--- src/rtl/ipi_dispatch_pkg.sv ---
package ipi_dispatch_pkg;

  localparam int CPU_W    = 5;
  localparam int VEC_W    = 6;
  localparam int KIND_W   = 2;
  localparam int KIND_LSB = 16;
  localparam int CPU_LSB  = 8;
  localparam int VEC_LSB  = 0;
  localparam int WORD_W   = KIND_LSB + KIND_W;

  typedef enum logic [KIND_W-1:0] {
    CK_POST   = 2'd0,
    CK_RESET  = 2'd1,
    CK_IDLE   = 2'd2,
    CK_RESUME = 2'd3
  } cmd_kind_e;

  typedef struct packed {
    cmd_kind_e        kind;
    logic [CPU_W-1:0] cpu;
    logic [VEC_W-1:0] vec;
  } cmd_t;

endpackage

--- src/rtl/ipi_cmd_decode.sv ---
module ipi_cmd_decode
  import ipi_dispatch_pkg::*;
#(
  parameter int NUM_CPUS = 8,
  parameter logic [VEC_W-1:0] POR_VEC = 6'd1
) (
  input  logic [WORD_W-1:0]  word,
  output cmd_t               cmd,
  output logic               present,
  output logic               por_ok,
  output logic [NUM_CPUS-1:0] sel
);
  localparam logic [CPU_W:0] LIMIT = (CPU_W+1)'(NUM_CPUS);

  always_comb begin
    cmd.kind = cmd_kind_e'(word[KIND_LSB +: KIND_W]);
    cmd.cpu  = word[CPU_LSB +: CPU_W];
    cmd.vec  = word[VEC_LSB +: VEC_W];
  end

  assign present = ({1'b0, cmd.cpu} < LIMIT);
  assign por_ok  = (cmd.vec == POR_VEC);

  for (genvar i = 0; i < NUM_CPUS; i++) begin : g_sel
    assign sel[i] = (cmd.cpu == CPU_W'(i));
  end
endmodule

--- src/rtl/ipi_post_buf.sv ---
module ipi_post_buf
  import ipi_dispatch_pkg::*;
(
  input  logic             clk,
  input  logic             rst_n,
  input  logic             load,
  input  logic [CPU_W-1:0] load_cpu,
  input  logic [VEC_W-1:0] load_vec,
  output logic             post_valid,
  input  logic             post_ready,
  output logic [CPU_W-1:0] post_cpu,
  output logic [VEC_W-1:0] post_vec,
  output logic             can_take
);
  assign can_take = !post_valid || post_ready;

  always_ff @(posedge clk) begin
    if (!rst_n) begin
      post_valid <= 1'b0;
      post_cpu   <= '0;
      post_vec   <= '0;
    end else if (load) begin
      post_valid <= 1'b1;
      post_cpu   <= load_cpu;
      post_vec   <= load_vec;
    end else if (post_ready) begin
      post_valid <= 1'b0;
    end
  end
endmodule

--- src/rtl/ipi_cpu_slot.sv ---
module ipi_cpu_slot (
  input  logic clk,
  input  logic rst_n,
  input  logic hit,
  input  logic do_rst,
  input  logic do_halt,
  input  logic do_resume,
  output logic rst_p,
  output logic halt_p,
  output logic resume_p,
  output logic halted
);
  always_ff @(posedge clk) begin
    if (!rst_n) begin
      rst_p    <= 1'b0;
      halt_p   <= 1'b0;
      resume_p <= 1'b0;
      halted   <= 1'b0;
    end else begin
      rst_p    <= hit && do_rst;
      halt_p   <= hit && do_halt;
      resume_p <= hit && do_resume;
      if (hit && do_halt)
        halted <= 1'b1;
      else if (hit && (do_rst || do_resume))
        halted <= 1'b0;
    end
  end
endmodule

--- src/rtl/ipi_dispatch.sv ---
module ipi_dispatch
  import ipi_dispatch_pkg::*;
#(
  parameter int NUM_CPUS = 8,
  parameter logic [VEC_W-1:0] POR_VEC = 6'd1
) (
  input  logic                clk,
  input  logic                rst_n,
  input  logic                cmd_valid,
  output logic                cmd_ready,
  input  logic [WORD_W-1:0]   cmd_word,
  output logic                post_valid,
  input  logic                post_ready,
  output logic [CPU_W-1:0]    post_cpu,
  output logic [VEC_W-1:0]    post_vec,
  output logic [NUM_CPUS-1:0] rst_req,
  output logic [NUM_CPUS-1:0] halt_req,
  output logic [NUM_CPUS-1:0] resume_req,
  output logic [NUM_CPUS-1:0] halted,
  output logic                err_sticky
);
  cmd_t                cmd;
  logic                present, por_ok, accept, act;
  logic                do_post, do_rst, do_halt, do_resume, bad_rst;
  logic [NUM_CPUS-1:0] sel;

  ipi_cmd_decode #(.NUM_CPUS(NUM_CPUS), .POR_VEC(POR_VEC)) u_dec (
    .word(cmd_word), .cmd(cmd), .present(present), .por_ok(por_ok), .sel(sel)
  );

  assign accept    = cmd_valid && cmd_ready;
  assign act       = accept && present;
  assign do_post   = act && (cmd.kind == CK_POST);
  assign do_rst    = act && (cmd.kind == CK_RESET) && por_ok;
  assign bad_rst   = act && (cmd.kind == CK_RESET) && !por_ok;
  assign do_halt   = act && (cmd.kind == CK_IDLE);
  assign do_resume = act && (cmd.kind == CK_RESUME);

  ipi_post_buf u_post (
    .clk(clk), .rst_n(rst_n), .load(do_post),
    .load_cpu(cmd.cpu), .load_vec(cmd.vec),
    .post_valid(post_valid), .post_ready(post_ready),
    .post_cpu(post_cpu), .post_vec(post_vec), .can_take(cmd_ready)
  );

  for (genvar i = 0; i < NUM_CPUS; i++) begin : g_cpu
    ipi_cpu_slot u_slot (
      .clk(clk), .rst_n(rst_n), .hit(sel[i]),
      .do_rst(do_rst), .do_halt(do_halt), .do_resume(do_resume),
      .rst_p(rst_req[i]), .halt_p(halt_req[i]), .resume_p(resume_req[i]),
      .halted(halted[i])
    );
  end

  always_ff @(posedge clk) begin
    if (!rst_n)       err_sticky <= 1'b0;
    else if (bad_rst) err_sticky <= 1'b1;
  end
endmodule

--- config.mk ---
export PLATFORM = sky130hd
export DESIGN_NAME = ipi_dispatch
export DESIGN_NICKNAME = d
export VERILOG_FILES = /design/src/rtl/ipi_dispatch_pkg.sv /design/src/rtl/ipi_cmd_decode.sv /design/src/rtl/ipi_post_buf.sv /design/src/rtl/ipi_cpu_slot.sv /design/src/rtl/ipi_dispatch.sv
export SDC_FILE = /design/constraint.sdc
export NUM_CORES = 1
export LEC_CHECK = 0
export CORE_UTILIZATION = 40
export DETAILED_ROUTE_END_ITERATION = 16
export PLACE_DENSITY = 0.7
export SETUP_SLACK_MARGIN = 0.1
export SYNTH_ARGS = -nofsm -noshare
export SYNTH_HDL_FRONTEND = slang
export SYNTH_SLANG_ARGS = --single-unit
export TNS_END_PERCENT = 50
--- constraint.sdc ---
create_clock -name clk -period 1.9 [get_ports clk]
set_input_delay 0.38 -clock clk [delete_from_list [all_inputs] [get_ports clk]]
set_output_delay 0.38 -clock clk [all_outputs]
set_load 0.02 [all_outputs]
==> flow_metrics.tcl, run 1 <==
set metrics [dict create \
    crit_slowest_cell "clkdlybuf4s50_1" \
    area_growth_pct 32.93 \
    ys_ff_latch 45 \
    grt_pass1_vias 1222 \
    p_per_area_mw_per_mm2 677.0 \
    antenna_found_initial 0 \
    synth.area.mux_share_pct 4.888 \
    synth_compound_area_share_pct 6.653 \
    synthAdderAreaFrac_pct 0 \
    gp_congestion 0.8055 \
    routed_wl_mm 3.550 \
    synth_xor_area_share_pct 0 \
    postRouteAntennaNets 0 \
    worstPathArrival_ns 1.40 \
    viasPerCell 4.760 \
    path_buf_inv 3 \
    num_vias 1366 \
    drt-initial-drc-count 98 \
    grt_max_degree 26 \
    crit_chain "clkdlybuf4s50_1 -> and2b_1 -> inv_1 -> dlygate4sd2_1" \
    clk_pin_slew_ns 0.08 \
    leakagePower_uw 0.0009461 \
    grt.overflow.total 0 \
    drc 0 \
    reg2reg_from "u_post.post_valid" \
    startpoint "post_ready" \
    io_pins 68 \
    hp-class "reg2reg" \
    syn_nets 212 \
    critPathTopFamily "buffers and inverters" \
    port_buffers 62 \
    endpoint_kind "output pin" \
    cts_tree "done" \
    pre_cts_ws_ns -0.1677 \
    rsz0062_at_grt "yes" \
    core_mm2 0.004384 \
    min_period_over_period_pct 93.89 \
    die_area_mm2 0.004883 \
    hold_viol 0 \
    cts-root-buf "clkbuf_8" \
    diodes 0 \
    die_h_um 69.88 \
    worstPathMaxFanout 2 \
    cts_sinks 45 \
    fin_setup_tns_ns 0 \
    wl_per_cell_um 12.37 \
    clk_path_buf_depth 2 \
    cts_made_buffers 5 \
    final.setup_skew_ns 0.003417 \
    synth_simple_gate_area_share_pct 24.24 \
    worstPathRequired_ns 1.52 \
    seq_area_frac_synth_pct 48.88 \
    fmax_mhz 560.6 \
    cap_viol_max_count 0 \
    post-cts-setup-buffers 0 \
    setup_slack_ns 0.1162 \
    initial_utilization_pct 42.04 \
    die_x_um 69.88 \
    grtUsageTotal_pct 15.73 \
    peakVddDrop_mv 0.3472 \
    netlist-cell-type-count 33 \
    outcome "finished clean" \
    layout-drive-gt1-share_pct 15.32 \
    fp-row-count 24 \
    synth_top_family_by_area "simple AND/OR/NAND/NOR gates" \
    hp-start "u_post.post_cpu[3]" \
    setup-violations-final 0 \
    slew_viol_final 0 \
    post_synth.cell_area_avg_um2 9.700 \
    hpwl_mm 2.569 \
    syn_area_mm2 0.001843 \
    netlist_instances 190 \
    grt_pass1_wl_mm 5.920 \
    nets 256 \
    crit_type "in2out" \
    yosys_warnings 0 \
    relSlewSlack_pct 72.63 \
    tightest_slew_ns 0.4091 \
    htree_levels 2 \
    cpPeakStageDelay_ns 0.45 \
    period_minus_slack_ns 1.784 \
    clkLatencyLatePin_ns 0.30 \
    setup.worst_path.start_class "primary input" \
    drt_pass1_iterations 4 \
]
-- metrics by stage --
| step | util, % | area (um^2) | total power [uW] | cells | hold WS, ns |
|---|---|---|---|---|---|
| floorplan | - | 1843 | 1025 | 190 | 0.4983 |
| global placement | 53.71 | 2355 | 1090 | 279 | 0.4662 |
| detailed placement | 53.71 | 2355 | 1092 | 279 | 0.4745 |
| CTS | 55.76 | 2445 | 1677 | 287 | 0.4892 |
| global route | 55.88 | 2450 | 1728 | 287 | 0.5110 |
| finish | 55.88 | 2450 | 1659 | 287 | 0.4844 |
-- where the power goes --
| group | switching (uW) | internal [uW] | total (uW) |
|---|---|---|---|
| logic | 57.1 | 65.7 | 123 |
| registers | 1.75 | 946 | 947 |
| clock network | 328 | 261 | 589 |
| total | 387 | 1270 | 1660 |
-- layer usage --
| metal | GRT usage, % | vias up | wire length [um] |
|---|---|---|---|
| met1 | 20.77 | 626 | 1596 |
| met3 | 4.473 | 7 | 209 |
| met4 | 8.000 | 0 | 68 |
| li1 | - | 689 | - |
| met2 | 23.40 | 44 | 1675 |
| met5 | 0 | - | 0 |
-- synth_stat cells --
| cell | count | share of area (%) |
|---|---|---|
| and2b_1 | 1 | 0.41 |
| nor3_4 | 1 | 0.88 |
| o221a_2 | 7 | 4.3 |
| and4bb_2 | 1 | 0.68 |
| nand2_1 | 11 | 2.2 |
| nand3b_1 | 2 | 0.81 |
| inv_1 | 1 | 0.20 |
| or2_1 | 1 | 0.34 |
| nor4b_2 | 1 | 0.81 |
| buf_6 | 1 | 0.61 |
| nor2_1 | 34 | 6.9 |
| nor3b_1 | 1 | 0.41 |
| nor2b_1 | 12 | 4.1 |
| a21oi_1 | 2 | 0.54 |
| or3_1 | 1 | 0.34 |
| and3_1 | 3 | 1.0 |
| a31o_2 | 1 | 0.48 |
| buf_2 | 1 | 0.27 |
| nor3b_2 | 1 | 0.68 |
| o211a_1 | 1 | 0.54 |
| clkbuf_1 | 3 | 0.61 |
| a21o_1 | 1 | 0.41 |
| a21boi_0 | 1 | 0.41 |
| and4b_1 | 1 | 0.54 |
| nand4b_1 | 1 | 0.48 |
| buf_4 | 33 | 13 |
| buf_1 | 1 | 0.20 |
| dfxtp_1 | 45 | 49 |
| nand4_1 | 1 | 0.34 |
| mux2i_1 | 9 | 4.9 |
| nand3_1 | 8 | 2.2 |
| nor3_1 | 1 | 0.27 |
| nand4b_2 | 1 | 0.81 |
-- placed cells by master, fill, tap and decap left out, drive strengths merged, types with 5 or more instances in the layout --
cell and instances:
clkdlybuf4s50 61, dfxtp 45, nor2 34, buf 14, nor2b 12, nand2 11, mux2i 9, nand3 8
o221a 7, clkbuf 5
-- worst reg2reg max path, cell delays in order (launching register included) --
cell,delay [ns]
dfxtp_1,0.32
and2b_1,0.16
buf_4,0.14
nor3_4,0.21
nand3b_1,0.20
o221a_2,0.32
-- worst paths after layout --
path,endpoint,depth (start not counted),slack [ns]
min reg2reg,u_post.post_cpu[3],1,0.48
min,u_post.post_cpu[3],1,0.48
max reg2reg,g_cpu[0].u_slot.halted,5,0.45
max,cmd_ready,4,0.12
-- area by class of cell --
type / count / area [um^2]
inverter: 1 / 3.754
clock inverter: 3 / 22.52
sequential: 45 / 900.9
fill: 410 / 1934
clock buffer: 5 / 68.82
multi-input combinational: 105 / 664.4
tap: 52 / 65.06
timing repair buffer: 76 / 724.4
-- cell families (layout without fill, tap and decap cells) --
logic type,Yosys count,after routing
and+or+nand+nor,83,83
muxes,9,9
buffers and inverters,40,85
DFF,45,45
AOI/OAI and AO/OA,13,13
-- registers in the layout (all words and copies together) (netlist names) --
register	count
u_post.post_vec	6
err_sticky	1
g_cpu.u_slot.halt_p	8
g_cpu.u_slot.rst_p	8
g_cpu.u_slot.resume_p	8
g_cpu.u_slot.halted	8
u_post.post_cpu	5
u_post.post_valid	1
-- repair_timing --
item	CTS	global route
endpoints found under the setup margin	1	9
hold buffers	0	0
gates resized for setup	1	1
pin swaps	0	0
Note: power is estimated with default switching activity, not from simulation.
==> run 2: changes to the inputs <==
Settings changed: CORE_MARGIN set to 3.
==> run 2 against run 1 <==
Die area up 12%; core utilization grew 0.16 points; combinational power is essentially flat.
==> flow_metrics.tcl, run 2 (synthesis results as in run 1) <==
set metrics [dict create \
    outcome "finished clean" \
    diodes 0 \
    layout_commonest_cell "clkdlybuf4s50_1" \
    core_mm2 0.004414 \
    hp-class "reg2reg" \
    hold_viol 0 \
    hp-start "u_post.post_cpu[3]" \
    postRouteAntennaNets 0 \
    drc 0 \
    hpwl_mm 2.842 \
    grt.overflow.total 0 \
    hold_buffers 0 \
    clkLatencyLatePin_ns 0.30 \
    total_power_uw 1788 \
    drt_pass1_iterations 4 \
    io_pins 68 \
    setup.worst_path.start_class "primary input" \
    ff2ff_setup_slack_ns 0.42 \
    clk_pin_slew_ns 0.08 \
    grt_pass1_vias 1189 \
    rsz0062_at_grt "no" \
    nFillCells 397 \
    grt_pass1_wl_mm 5.802 \
    crit_slowest_cell "clkdlybuf4s50_1" \
    port_buffers 62 \
    htree_levels 2 \
    wl_per_cell_um 12.64 \
    fin_util_pct 56.04 \
    peakVddDrop_mv 0.4320 \
    grtUsageTotal_pct 14.19 \
    worstPathArrival_ns 1.90 \
    min_period_over_period_pct 90.07 \
    multi_input_area_um2 664.4 \
    tightest_slew_ns 0.3906 \
    gp_congestion 0.7944 \
    p_sw_share_pct 21.32 \
    hold_end "u_post.post_cpu[3]" \
    grt_max_degree 17 \
    antenna_found_initial 0 \
    critPathTopFamily "simple AND/OR/NAND/NOR gates" \
    final_cell_mix "clkdlybuf4s50_1, dfxtp_1, nor2_1" \
    p_int_uw 1407 \
    period_minus_slack_ns 1.711 \
    viasPerCell 4.705 \
    nets 257 \
    num_vias 1355 \
    crit_chain "clkdlybuf4s50_1 -> or2_1 -> nor3_4 -> nand3b_1 -> o221a_2" \
    seqPwrFrac_pct 53.0 \
    p_per_area_mw_per_mm2 722.7 \
    power_switching_uw 381.2 \
    slew_viol_final 0 \
    initial_utilization_pct 41.75 \
    path_buf_inv 1 \
    hold-path-cell-count 1 \
    final.setup_skew_ns 0.003587 \
    cts_tree "done" \
    cts_sinks 45 \
    endpoint_kind "flop" \
    reg2reg_depth 5 \
    drt-initial-drc-count 45 \
    cts_made_buffers 5 \
    cpPeakStageDelay_ns 0.42 \
    crit_type "in2reg" \
    area_growth_pct 34.22 \
    worstPathMaxFanout 5 \
    fp-row-count 24 \
    die_x_um 73.88 \
    rr_endpoint "g_cpu[0].u_slot.halted" \
    leakagePower_uw 0.0009605 \
    clk_path_buf_depth 2 \
    setup-violations-final 0 \
    layout-drive-gt1-share_pct 15.68 \
    cts-root-buf "clkbuf_8" \
    worstPathRequired_ns 2.09 \
    seq_area_um2 900.9 \
    reg2reg_from "u_post.post_valid" \
    cap_viol_max_count 0 \
    die_h_um 73.88 \
    fmax_mhz 584.3 \
    pwr-share-comb_pct 6.9 \
    die_area_mm2 0.005458 \
    routed_wl_mm 3.641 \
    relSlewSlack_pct 73.86 \
    clkPwrFrac_pct 40.1 \
]
-- run 2: changes by cell type in the layout (fill, tap and decap cells not counted) --
cell | before | now
buf_4 | 14 | 15
bufinv_16 | 0 | 1
clkbuf_1 | 0 | 1
clkbuf_2 | 0 | 1
clkinv_2 | 1 | 0
clkinv_4 | 2 | 1
dlygate4sd2_1 | 1 | 0
-- run 2: metal layers --
| layer | wire length, um | vias to the layer above | part of all wire (%) | global-route usage (%) |
|---|---|---|---|---|
| li1 | - | 688 | - | - |
| met1 | 1665 | 618 | 46 | 18.34 |
| met2 | 1637 | 44 | 45 | 21.26 |
| met3 | 300 | 5 | 8.2 | 6.703 |
| met4 | 37 | 0 | 1.0 | 3.622 |
| met5 | 0 | - | 0 | 0 |
-- run 2: cell type report --
cell class              count  area share [%]
flip-flops and latches     45           36.42
repair buffers             77           29.44
multi-input cells         105           26.86
clock buffers               6           2.934
well taps                  52           2.630
clock inverters             2           1.568
inverters                   1          0.1517
-- run 2: power groups by stage --
stage | clock network (uW) | logic (uW) | registers (uW)
floorplan | 0 | 51.8 | 974
global placement | 0 | 122 | 970
detailed placement | 0 | 123 | 970
CTS | 726 | 124 | 947
global route | 782 | 133 | 948
finish | 717 | 123 | 947
-- run 2: worst max path at each step --
stage	start	endpoint	cells after the start
6_report	cmd_word[12]	g_cpu[0].u_slot.halted	5
2_1_floorplan	u_post.post_valid	u_post.post_cpu[0]	6
3_3_place_gp	post_ready	cmd_ready	4
5_1_grt	cmd_word[12]	g_cpu[0].u_slot.halted	5
4_1_cts	post_ready	cmd_ready	4
3_5_place_dp	post_ready	cmd_ready	4
-- run 2: metrics by stage --
step           worst slack (ns)  instance area (um^2)  instances  hold slack, ns  setup TNS (ns)
2_1_floorplan            0.3672                  1843        190          0.4983               0
3_3_place_gp            -0.1818                  2362        280          0.4659          -2.419
3_5_place_dp            -0.1809                  2362        280          0.4727          -2.676
4_1_cts                  0.1162                  2474        288          0.4856               0
5_1_grt                  0.1111                  2474        288          0.5062               0
6_report                 0.1886                  2474        288          0.4873               0
-- run 2: timing repair --
item / CTS / global route
gates resized for setup: 2 / 2
endpoints found under the setup margin: 1 / 4
setup buffers: 0 / 0
==> run 3: changes to the inputs <==
Settings changed: CORE_UTILIZATION 40 to 44, PLACE_DENSITY 0.7 to 0.76.
==> run 3 against run 2 <==
First-iteration DRC count increased by 71%; hold slack got worse by 0.0029 ns; largest power group unchanged; maximum frequency is 2.9% higher; critical endpoint is now g_cpu[2].u_slot.rst_p; global-route usage is 1.6 points higher; total power down 6.0%; critical path depth up 2; combinational power about the same; sequential power about the same; setup slack gained 0.049 ns; sequential share of layout area up 0.60 points; cell count fell by 2.1%; clock power down 14%.
==> flow_metrics.tcl, run 3 (synthesis results as in run 1) <==
set metrics [dict create \
    worstPathMaxFanout 8 \
    worstPathArrival_ns 1.90 \
    pre_cts_ws_ns -0.1787 \
    endpoint_kind "flop" \
    die_h_um 70.72 \
    p_per_area_mw_per_mm2 690.8 \
    hold_viol 0 \
    viasPerCell 4.762 \
    hp-class "reg2reg" \
    grt.overflow.total 0 \
    cts-root-buf "clkbuf_8" \
    core_mm2 0.003854 \
    gp_congestion 0.8053 \
    final.setup_skew_ns 0.004862 \
    htree_levels 2 \
    grtUsageTotal_pct 15.81 \
    nets 255 \
    leakagePower_uw 0.0009402 \
    min_period_over_period_pct 87.50 \
    fmax_mhz 601.5 \
    diodes 0 \
    grt_max_degree 23 \
    port_buffers 62 \
    final_cell_mix "clkdlybuf4s50_1, dfxtp_1, nor2_1" \
    antenna_found_initial 0 \
    layout_commonest_cell "clkdlybuf4s50_1" \
    clk_pin_slew_ns 0.08 \
    tightest_slew_ns 0.3521 \
    grt_pass1_wl_mm 6.320 \
    rsz0062_at_grt "no" \
    routed_wl_mm 3.677 \
    clk_path_buf_depth 2 \
    worstPathRequired_ns 2.14 \
    cts_sinks 45 \
    drt_pass1_iterations 4 \
    drt-initial-drc-count 77 \
    setup_slack_ns 0.2374 \
    outcome "finished clean" \
    ff2ff_setup_slack_ns 0.47 \
    layout-drive-gt1-share_pct 15.38 \
    wl_per_cell_um 13.04 \
    period_minus_slack_ns 1.663 \
    cts_tree "done" \
    hold_buffers 0 \
    crit_type "in2reg" \
    slew_viol_final 0 \
    cts_made_buffers 5 \
    initial_utilization_pct 47.82 \
    cap_viol_max_count 0 \
    num_vias 1343 \
    hpwl_mm 2.778 \
    io_pins 68 \
    postRouteAntennaNets 0 \
    fp-row-count 22 \
    setup.worst_path.start_class "primary input" \
    die_x_um 70.72 \
    grt_pass1_vias 1379 \
    clkLatencyLatePin_ns 0.30 \
    hold-worst-slack_ns 0.4845 \
    drc 0 \
    relSlewSlack_pct 76.44 \
    area_growth_pct 32.04 \
    setup-violations-final 0 \
    die_area_mm2 0.005001 \
    peakVddDrop_mv 0.3758 \
]
==> run 3: cell count changes in the layout (fill, tap and decap cells not counted), sizes merged <==
cell	before	now
bufinv	1	0
clkinv	1	0
inv	1	3
clkbuf	7	6
clkinvlp	0	1
buf	15	13
==> run 3: final timing paths <==
kind / startpoint / end / cells past startpoint
worst min register to register: u_post.post_cpu[4] / u_post.post_cpu[4] / 1
worst max register to register: u_post.post_valid / g_cpu[2].u_slot.rst_p / 6
worst max-delay path: post_ready / g_cpu[2].u_slot.rst_p / 7
worst min-delay path: u_post.post_cpu[4] / u_post.post_cpu[4] / 1
==> run 3: metal layers <==
layer	track usage, %	routed length [um]	vias up
met4	5.010	46	0
met3	5.398	280	4
li1	-	-	689
met2	25.13	1667	48
met5	0	0	-
met1	20.23	1682	602
==> run 3: through the flow <==
step	cells	utilization (%)	cell area, um^2	TNS, ns	power, uW
6_report	282	63.15	2434	0	1681
3_5_place_dp	274	60.78	2342	-2.203	1089
4_1_cts	282	63.21	2436	0	1701
2_1_floorplan	190	-	1843	0	1025
5_1_grt	282	63.15	2434	0	1743
3_3_place_gp	274	60.78	2342	-1.378	1087
==> run 3: cell type report <==
cell class / instances / area (um^2)
Timing Repair Buffer: 75 / 713.2
Tap cell: 48 / 60.06
Clock buffer: 5 / 68.82
Sequential cell: 45 / 900.9
Inverter: 1 / 3.754
Multi-Input combinational cell: 105 / 661.9
Fill cell: 338 / 1420
Clock inverter: 3 / 25.02
==> run 3: critical path, cell delays in order <==
cell and delay (ns):
clkdlybuf4s50_1 0.46, and2b_1 0.19, buf_4 0.14, nor3_4 0.20
buf_4 0.15, nand4b_2 0.23, nor2_1 0.16
==> run 3: repair_timing <==
item	CTS	global route
hold endpoints to repair	0	0
resized for setup	2	2
setup buffers	0	0
endpoints found under the setup margin	1	4
pin swaps	0	0
==> run 3: where the power goes <==
group | total (uW) | internal (uW) | switching [uW]
Combinational | 120 | 63.6 | 56.2
Clock | 614 | 268 | 346
Sequential | 948 | 946 | 1.89
